### config.mk
export PLATFORM = sky130hd
export DESIGN_NAME = adc_seq_ctrl
export DESIGN_NICKNAME = d
export VERILOG_FILES = /design/src/rtl/adc_seq_pkg.sv /design/src/rtl/adc_tad_div.sv /design/src/rtl/adc_trig_sync.sv /design/src/rtl/adc_seq_fsm.sv /design/src/rtl/adc_sar_capture.sv /design/src/rtl/adc_seq_ctrl.sv
export SDC_FILE = /design/constraint.sdc
export NUM_CORES = 1
export LEC_CHECK = 0
export CAP_MARGIN = 20
export CORE_MARGIN = 5
export CORE_UTILIZATION = 54
export DETAILED_ROUTE_END_ITERATION = 12
export PLACE_DENSITY = 0.79
export RECOVER_POWER = 25
export SLEW_MARGIN = 20
export SYNTH_ARGS = -nofsm -noshare
export SYNTH_HDL_FRONTEND = slang
export SYNTH_HIERARCHICAL = 1
export SYNTH_SLANG_ARGS = --single-unit
### constraint.sdc
create_clock -name clk -period 3.5 [get_ports clk]
set_input_delay 0.7 -clock clk [delete_from_list [all_inputs] [get_ports clk]]
set_output_delay 0.7 -clock clk [all_outputs]
set_load 0.005 [all_outputs]
### src/rtl/adc_seq_pkg.sv
package adc_seq_pkg;

   typedef enum logic [1:0] {
      SQ_IDLE  = 2'd0,
      SQ_ACQ   = 2'd1,
      SQ_CONV  = 2'd2,
      SQ_GUARD = 2'd3
   } sq_state_e;

   localparam logic [2:0] TRG_SOFT = 3'b000;
   localparam logic [2:0] TRG_IRQ  = 3'b001;
   localparam logic [2:0] TRG_TMR  = 3'b010;
   localparam logic [2:0] TRG_PWM  = 3'b011;
   localparam logic [2:0] TRG_AUTO = 3'b111;

   localparam int LINE_IRQ = 0;
   localparam int LINE_TMR = 1;
   localparam int LINE_PWM = 2;

   function automatic int imax(input int a, input int b);
      return (a > b) ? a : b;
   endfunction

endpackage

### src/rtl/adc_tad_div.sv
module adc_tad_div #(
   parameter int DIV_W = 6
) (
   input  logic             clk,
   input  logic             rst_n,
   input  logic [DIV_W-1:0] adcs,
   output logic             tick
);
   logic [DIV_W-1:0] cnt;

   assign tick = (cnt >= adcs);

   always_ff @(posedge clk or negedge rst_n) begin
      if (!rst_n)
         cnt <= '0;
      else if (tick)
         cnt <= '0;
      else
         cnt <= cnt + 1'b1;
   end
endmodule

### src/rtl/adc_trig_sync.sv
module adc_trig_sync #(
   parameter int N_EXT  = 3,
   parameter int STAGES = 2
) (
   input  logic             clk,
   input  logic             rst_n,
   input  logic             tick,
   input  logic [N_EXT-1:0] lines,
   output logic [N_EXT-1:0] rise_o
);
   for (genvar i = 0; i < N_EXT; i++) begin : g_line
      logic [STAGES:0] sh;
      always_ff @(posedge clk or negedge rst_n) begin
         if (!rst_n)
            sh <= '0;
         else if (tick)
            sh <= {sh[STAGES-1:0], lines[i]};
      end
      assign rise_o[i] = sh[STAGES-1] & ~sh[STAGES];
   end
endmodule

### src/rtl/adc_seq_fsm.sv
module adc_seq_fsm
   import adc_seq_pkg::*;
#(
   parameter int SAMC_W  = 5,
   parameter int CONV_T  = 12,
   parameter int RES_W   = 10,
   parameter int GUARD_T = 2,
   parameter int N_EXT   = 3
) (
   input  logic              clk,
   input  logic              rst_n,
   input  logic              tick,
   input  logic              adc_on,
   input  logic              samp_bit,
   input  logic [2:0]        trig_src,
   input  logic [SAMC_W-1:0] samc,
   input  logic [N_EXT-1:0]  ext_rise,
   output logic              acq_o,
   output logic              conv_o,
   output logic              cap_o,
   output logic              commit_o
);
   localparam int CNT_W = imax(SAMC_W, $clog2(imax(CONV_T, GUARD_T) + 1));
   localparam logic [CNT_W-1:0] CONV_LAST  = CNT_W'(CONV_T - 1);
   localparam logic [CNT_W-1:0] GUARD_LAST = CNT_W'(GUARD_T - 1);

   sq_state_e         st;
   logic [CNT_W-1:0]  cnt;
   logic [SAMC_W-1:0] samc_eff;
   logic              acq_full;
   logic              hit;
   logic              abort;

   assign samc_eff = (samc == '0) ? SAMC_W'(1) : samc;
   assign acq_full = (int'(cnt) + 1) >= int'(samc_eff);
   assign abort    = !adc_on && ((st == SQ_ACQ) || (st == SQ_CONV));

   always_comb begin
      case (trig_src)
         TRG_SOFT: hit = !samp_bit;
         TRG_IRQ:  hit = ext_rise[LINE_IRQ];
         TRG_TMR:  hit = ext_rise[LINE_TMR];
         TRG_PWM:  hit = ext_rise[LINE_PWM];
         TRG_AUTO: hit = acq_full;
         default:  hit = 1'b0;
      endcase
   end

   assign acq_o    = (st == SQ_ACQ);
   assign conv_o   = (st == SQ_CONV);
   assign cap_o    = tick && adc_on && (st == SQ_CONV) && (int'(cnt) < RES_W);
   assign commit_o = tick && adc_on && (st == SQ_CONV) && (cnt == CONV_LAST);

   always_ff @(posedge clk or negedge rst_n) begin
      if (!rst_n) begin
         st  <= SQ_IDLE;
         cnt <= '0;
      end else if (abort) begin
         st  <= SQ_GUARD;
         cnt <= '0;
      end else if (tick) begin
         case (st)
            SQ_IDLE: begin
               if (adc_on && samp_bit) begin
                  st  <= SQ_ACQ;
                  cnt <= '0;
               end
            end
            SQ_ACQ: begin
               if (hit) begin
                  st  <= SQ_CONV;
                  cnt <= '0;
               end else if (cnt != '1) begin
                  cnt <= cnt + 1'b1;
               end
            end
            SQ_CONV: begin
               if (cnt == CONV_LAST) begin
                  st  <= (trig_src == TRG_AUTO) ? SQ_ACQ : SQ_IDLE;
                  cnt <= '0;
               end else begin
                  cnt <= cnt + 1'b1;
               end
            end
            default: begin
               if (cnt == GUARD_LAST) begin
                  st  <= SQ_IDLE;
                  cnt <= '0;
               end else begin
                  cnt <= cnt + 1'b1;
               end
            end
         endcase
      end
   end
endmodule

### src/rtl/adc_sar_capture.sv
module adc_sar_capture #(
   parameter int RES_W = 10
) (
   input  logic             clk,
   input  logic             rst_n,
   input  logic             cap,
   input  logic             commit,
   input  logic             res_bit,
   output logic [RES_W-1:0] result,
   output logic             done
);
   logic [RES_W-1:0] sh;

   always_ff @(posedge clk or negedge rst_n) begin
      if (!rst_n) begin
         sh     <= '0;
         result <= '0;
         done   <= 1'b0;
      end else begin
         done <= commit;
         if (cap)
            sh <= {sh[RES_W-2:0], res_bit};
         if (commit)
            result <= sh;
      end
   end
endmodule

### src/rtl/adc_seq_ctrl.sv
module adc_seq_ctrl
   import adc_seq_pkg::*;
#(
   parameter int DIV_W   = 6,
   parameter int SAMC_W  = 5,
   parameter int RES_W   = 10,
   parameter int CONV_T  = 12,
   parameter int GUARD_T = 2,
   parameter int N_EXT   = 3,
   parameter int STAGES  = 2
) (
   input  logic              clk,
   input  logic              rst_n,
   input  logic              adc_on,
   input  logic              samp_bit,
   input  logic [2:0]        trig_src,
   input  logic [SAMC_W-1:0] samc,
   input  logic [DIV_W-1:0]  adcs,
   input  logic [N_EXT-1:0]  ext_trig,
   input  logic              res_bit,
   output logic              samp_o,
   output logic              conv_o,
   output logic              done,
   output logic [RES_W-1:0]  result
);
   if (RES_W < 2 || RES_W >= CONV_T) begin : g_bad_res
      $error("RES_W must be at least 2 and below CONV_T");
   end
   if (N_EXT <= LINE_PWM) begin : g_bad_ext
      $error("N_EXT must cover every external trigger line");
   end
   if (STAGES < 2 || GUARD_T < 1) begin : g_bad_misc
      $error("STAGES must be at least 2 and GUARD_T at least 1");
   end

   logic             tick;
   logic [N_EXT-1:0] ext_rise;
   logic             cap;
   logic             commit;

   adc_tad_div #(.DIV_W(DIV_W)) u_div (
      .clk   (clk),
      .rst_n (rst_n),
      .adcs  (adcs),
      .tick  (tick)
   );

   adc_trig_sync #(.N_EXT(N_EXT), .STAGES(STAGES)) u_sync (
      .clk    (clk),
      .rst_n  (rst_n),
      .tick   (tick),
      .lines  (ext_trig),
      .rise_o (ext_rise)
   );

   adc_seq_fsm #(
      .SAMC_W  (SAMC_W),
      .CONV_T  (CONV_T),
      .RES_W   (RES_W),
      .GUARD_T (GUARD_T),
      .N_EXT   (N_EXT)
   ) u_fsm (
      .clk      (clk),
      .rst_n    (rst_n),
      .tick     (tick),
      .adc_on   (adc_on),
      .samp_bit (samp_bit),
      .trig_src (trig_src),
      .samc     (samc),
      .ext_rise (ext_rise),
      .acq_o    (samp_o),
      .conv_o   (conv_o),
      .cap_o    (cap),
      .commit_o (commit)
   );

   adc_sar_capture #(.RES_W(RES_W)) u_cap (
      .clk     (clk),
      .rst_n   (rst_n),
      .cap     (cap),
      .commit  (commit),
      .res_bit (res_bit),
      .result  (result),
      .done    (done)
   );
endmodule

# Word level (Yosys, flattened, before mapping)
# Cells that the tools add are included.
# totals
input_bits,22
regBits,43
wordCells,69
output_inout_bits,13
# classes
order_cmp,3
addsub,3
n_eq_ne,13
bitwise,6
n_reduce_logical,16
n_mux,19
# op_table
operator,n
$mux W5,8
$ge A32 B6 Y1,1
$pmux W5 S3,1
$mux W2,6
$ne A3 B1 Y1 const B,3
$add A5 B1 Y6 const B,1
$add A6 B1 Y6 const B,1
$eq A3 B2 Y1 const B,2
$ge A6 B6 Y1,1
$logic_and A1 B1 Y1,6
$mux W6,1
$pmux W2 S3,1
$add A5 B1 Y5 const B,1
$eq A5 B1 Y1 const B,1
$eq A5 B4 Y1 const B,1
$logic_not A5 Y1,1
$lt A5 B4 Y1 const B,1
$ne A5 B5 Y1 const B,1
$pmux W1 S5,1
$reduce_and A5 Y1,1
$reduce_bool A5 Y1,1
$ne A4 B1 Y1 const B,1
$and A1 B1 Y1,3
$eq A3 B1 Y1 const B,1
other kinds (11),14

# Longest topological paths before layout
# depth
word_depth,8
mapped_depth,11
ltp_nobuf,10

# Modules after synthesis
# The synthesis kept the hierarchy.
# modules_own_cells
module,instances,area_per_inst_um2,cells_each,seq_area_each_um2
adc_sar_capture,1,848.3,43,525.5
adc_seq_fsm,1,748.2,84,175.2
adc_tad_div,1,420.4,44,150.1
adc_trig_sync,1,390.4,22,225.2

# Least setup slack after synthesis
# Ideal clock, no wire load.
# synth_path
path_kind,input to register
startpoint,input port samc[3]
endpoint,register u_fsm.cnt[2]
setup_slack_ns,0.898
setup_time_ns,0.121
required_time_ns,3.379
path_stages,10
arrival_time_ns,2.482
path_buffers,0
cell_sequence,inv_1 > a41o_1 > ha_1 > nand2b_1 > a2111oi_2 > o21ai_2 > nand4_2 > a41o_4 > nor2_1 > a22o_1
# synth_via
elab_chain_cells,8
# synth_lines
item,line,text
from (decl),adc_seq_ctrl.sv:17,"input logic [SAMC_W-1:0] samc,"
$logic_not A5 Y1,adc_seq_fsm.sv:34,assign samc_eff = (samc == '0) ? SAMC_W'(1) : samc;
$mux W5 *,adc_seq_fsm.sv:34,
$ge A32 B6 Y1 *,adc_seq_fsm.sv:35,assign acq_full = (int'(cnt) + 1) >= int'(samc_eff);
$pmux W1 S5 *,adc_seq_fsm.sv:39,case (trig_src)
$mux W5,adc_seq_fsm.sv:70,if (hit) begin
$pmux W5 S3,adc_seq_fsm.sv:62,case (st)
$mux W5,adc_seq_fsm.sv:61,end else if (tick) begin
$mux W5,adc_seq_fsm.sv:58,end else if (abort) begin
to (signal assigned),adc_seq_fsm.sv:74,cnt <= cnt + 1'b1;
to (signal assigned),adc_seq_fsm.sv:82,cnt <= cnt + 1'b1;
to (signal assigned),adc_seq_fsm.sv:90,cnt <= cnt + 1'b1;
to (decl),adc_seq_fsm.sv:28,logic [CNT_W-1:0] cnt;
# Mark *: on every way between the ends. The rest lies on a longest branch, timed or not. The select of a mux whose other input is x is not followed.
# A chain may end at the register's enable or synchronous reset.

# Final worst setup path
# Ends and elaborated chain as after synthesis.

==> metrics.md <==
| Metric | Value |
|---|---|
| Status | `complete, no violations` |
| Crit path DAT | `between 3 and 4 ns` |
| Top_reg_cell synth | `dfrtp_1` |
| DP Cell Count | `between 200 and 300` |
| # fillers | `333` |
| Worst Path Required | `roughly 3.7 ns` |
| Crit end category | `flip-flop` |
| DRC Markers | `0` |
| Measured slew at the worst slew-check pin | `~1.3 ns` |
| Post-synth EDFFs | `0` |
| Die width | `about 77 um` |
| Starting density of the core | `between 50 and 60%` |
| # IOs | `35` |
| Mapped Cells | `just under 200` |
| HP Class | `input pin to async pin` |
| Post-synth ARST share | `between 90% and 100%` |
| Leakage | `0.001395 uW` |
| FP Rows | `24` |
| CTS Buf Count | `5` |
| Largest family of logic cells by synthesized area | `multiplexers` |
| Sequential area share after synthesis | `between 40% and 50%` |
| WS Path Type | `input pin to flip-flop` |
| Total gr overflow | `0` |
| Final Hold Fails | `0` |
| Initial drt markers | `57` |
| Fraction of layout cells with a size suffix above 1 | `21.10%` |
| First-pass GRT wire length | `between 7000 and 8000 um` |
| Post-route ant nets | `0` |
| Clk Latency, worst-skew pair | `~0.3 ns` |
| Placer Congestion | `just under 0.8` |
| CTS H-Tree Depth | `2` |
| Setup Buffers After CTS | `0` |
| Max VDD drop | `507.6 uV` |
| Clock Skews | `about 0.0083 ns` |
| Post-synth top cells | `dfrtp_1 (43), mux2_4 (29), ha_1 (19), inv_1 (16), nand2_1 (10)` |
| Largest net degree at the start of global routing | `44` |
| Post-Synth Simple-Gate Area | `just over 8%` |
| Syn Area/Cell | `about 12 um2` |
| Slew Limit Headroom | `between 10% and 20%` |
| Initial antenna violation count | `0` |
| Final nets | `between 200 and 300` |
| Syn Std Cell Area | `0.002407 mm2` |
| CTS tree | `yes` |
| Fmax | `352.5 MHz` |
| Die Area | `0.005894 mm2` |
| CTS sink cnt | `43` |
| Post-route insts no fill | `approximately 290` |
| Dominant cell type by area after synthesis | `dfrtp_1` |
| DR vias/cell | `roughly 5.5` |
| Synth Area in Compound Gates | `12.79%` |
| Vias in the first global route | `between 1500 and 2000` |
| Synth Area in XOR/XNOR | `1.819%` |
| Top cell type's share of synthesized area | `~45%` |
| Max Cap Viol | `0` |
| Height of the die | `~77 um` |
| Flops & latches, synth | `43` |
| Post-CTS sizing | `0` |
| Synth top area cells | `dfrtp_1 (45%), mux2_4 (18%), ha_1 (9.9%)` |
| CTS Hold Bufs | `0` |
| Max Buffers Root-to-Sink | `2` |
| Max Slew Vio Count | `0` |
| CP startpoint kind | `input pin` |
| Post-synthesis adder-cell area fraction | `9.875%` |
| PortBufs | `34` |
| Fin Setup TNS | `0 ns` |
| R2R setup slack | `between 0.8 and 0.9 ns` |
| Routed len/inst | `around 14 um` |
| All-layer global routing usage | `between 10% and 20%` |
| DR pass1 iterations | `4` |
| Fin crit period | `around 2.8 ns` |
| Cell with the most instances after synthesis | `dfrtp_1` |
| Vias | `1585` |
| Root buf cell | `clkbuf_8` |
| Synthesis Warnings | `6` |
| Clock transition at path regs | `0.08 ns` |
| CP Max Fanout | `7` |
| Net count after synthesis | `~230` |
| Mux share of post-synthesis cell area | `18.50%` |
| Core area | `roughly 0.0044 mm2` |
| Pwr dens | `around 640 mW/mm2` |
| Area Overhead vs Synth | `20.74%` |
| Hpwl dp | `approximately 3100 um` |
| Tcrit/Tclk final | `between 80% and 90%` |
| Number of diodes | `0` |
| RSZ-0062 raised after global routing | `false` |
| Netlist cell types | `a little over 40` |
| Final setup viols | `0` |
| Final WL | `between 4000 and 5000 um` |
==> report_power, final <==
group | switching (uW) | leakage [uW] | internal [uW]
registers | 117 | 0.000568 | 624
clock network | 179 | 0.0000408 | 143
logic | 364 | 0.000786 | 434
total | 660 | 0.00139 | 1200
==> stage by stage <==
step                util (%)  setup WS (ns)  hold slack (ns)  area [um2]  power [uW]
floorplan                  -         0.8975           0.4044        2407        1353
global placement       64.57         0.3535           0.4896        2811        1527
detailed placement     64.57         0.3273           0.4965        2811        1550
CTS                    66.70         0.6541           0.5163        2904        1885
global route           66.75         0.5277           0.5265        2907        2028
finish                 66.75         0.6632           0.5057        2907        1861
==> worst max-delay path, cell delays in order <==
cell and delay, ns:
clkdlybuf4s50_1 0.45, inv_1 0.05, a41o_1 0.23, ha_1 0.26, nand2b_1 0.15, a2111oi_2 0.39
o21ai_2 0.11, nand4_2 0.13, a41o_4 0.26, nor2_1 0.08, a22o_1 0.23
==> layout make-up <==
type	instances	area (um2)	share of cell area [%]
clock buffer	5	68.82	2.368
clock inverter	3	23.77	0.8179
inverter	16	60.06	2.066
multi-input combinational	130	1237	42.57
sequential	43	1076	37.02
tap	52	65.06	2.238
timing repair buffer	40	375.4	12.91
==> registers in the layout, indices dropped and copies added, names as in the netlist <==
signal and flops:
u_cap/done 1, u_cap/sh 10, u_cap/result 10, u_sync/g_line.sh 9, u_fsm/st 2, u_div/cnt 6, u_fsm/cnt 5
==> cell usage in the layout, fill, tap and decap left out, drive strengths merged, types with 4 or more instances in the layout <==
master,netlist,layout
nor2b,4,4
nand2,10,10
inv,16,17
nor2,6,6
a211oi,6,6
o21ai,10,10
clkbuf,0,7
clkdlybuf4s50,0,33
dfrtp,43,43
mux2,29,29
ha,19,19
nand3,6,6
buf,4,5
==> cells by family (layout without fill, tap and decap cells) <==
logic type               Yosys count  after routing
flip-flops                        43             43
AO/OA/AOI/OAI                     38             38
AND/OR/NAND/NOR                   38             38
multiplexers                      30             30
buffers and inverters             20             64
adder cells (fa/ha/maj)           19             19
XOR/XNOR                           5              5
==> per-layer routing <==
metal  share of wire (%)  vias up  global-route usage [%]
li1                    -      776                       -
met2                  47       40                   24.36
met4                 1.5        0                   5.769
met3                 5.9        5                   3.981
met5                   0        -                       0
met1                  45      764                   20.10
==> final timing paths <==
| kind | end | cells after the start | start |
|---|---|---|---|
| max in group asynchronous | u_cap/result[5] | 2 | rst_n |
| min reg2reg | u_sync/g_line[2].sh[1] | 1 | u_sync/g_line[2].sh[0] |
| max | u_fsm/cnt[2] | 11 | samc[3] |
| min | u_div/cnt[2] | 1 | rst_n |
| max reg2reg | u_fsm/cnt[2] | 10 | u_fsm/cnt[0] |
| min in group clk | u_sync/g_line[2].sh[1] | 1 | u_sync/g_line[2].sh[0] |
Power figures use the tool's default switching activity.
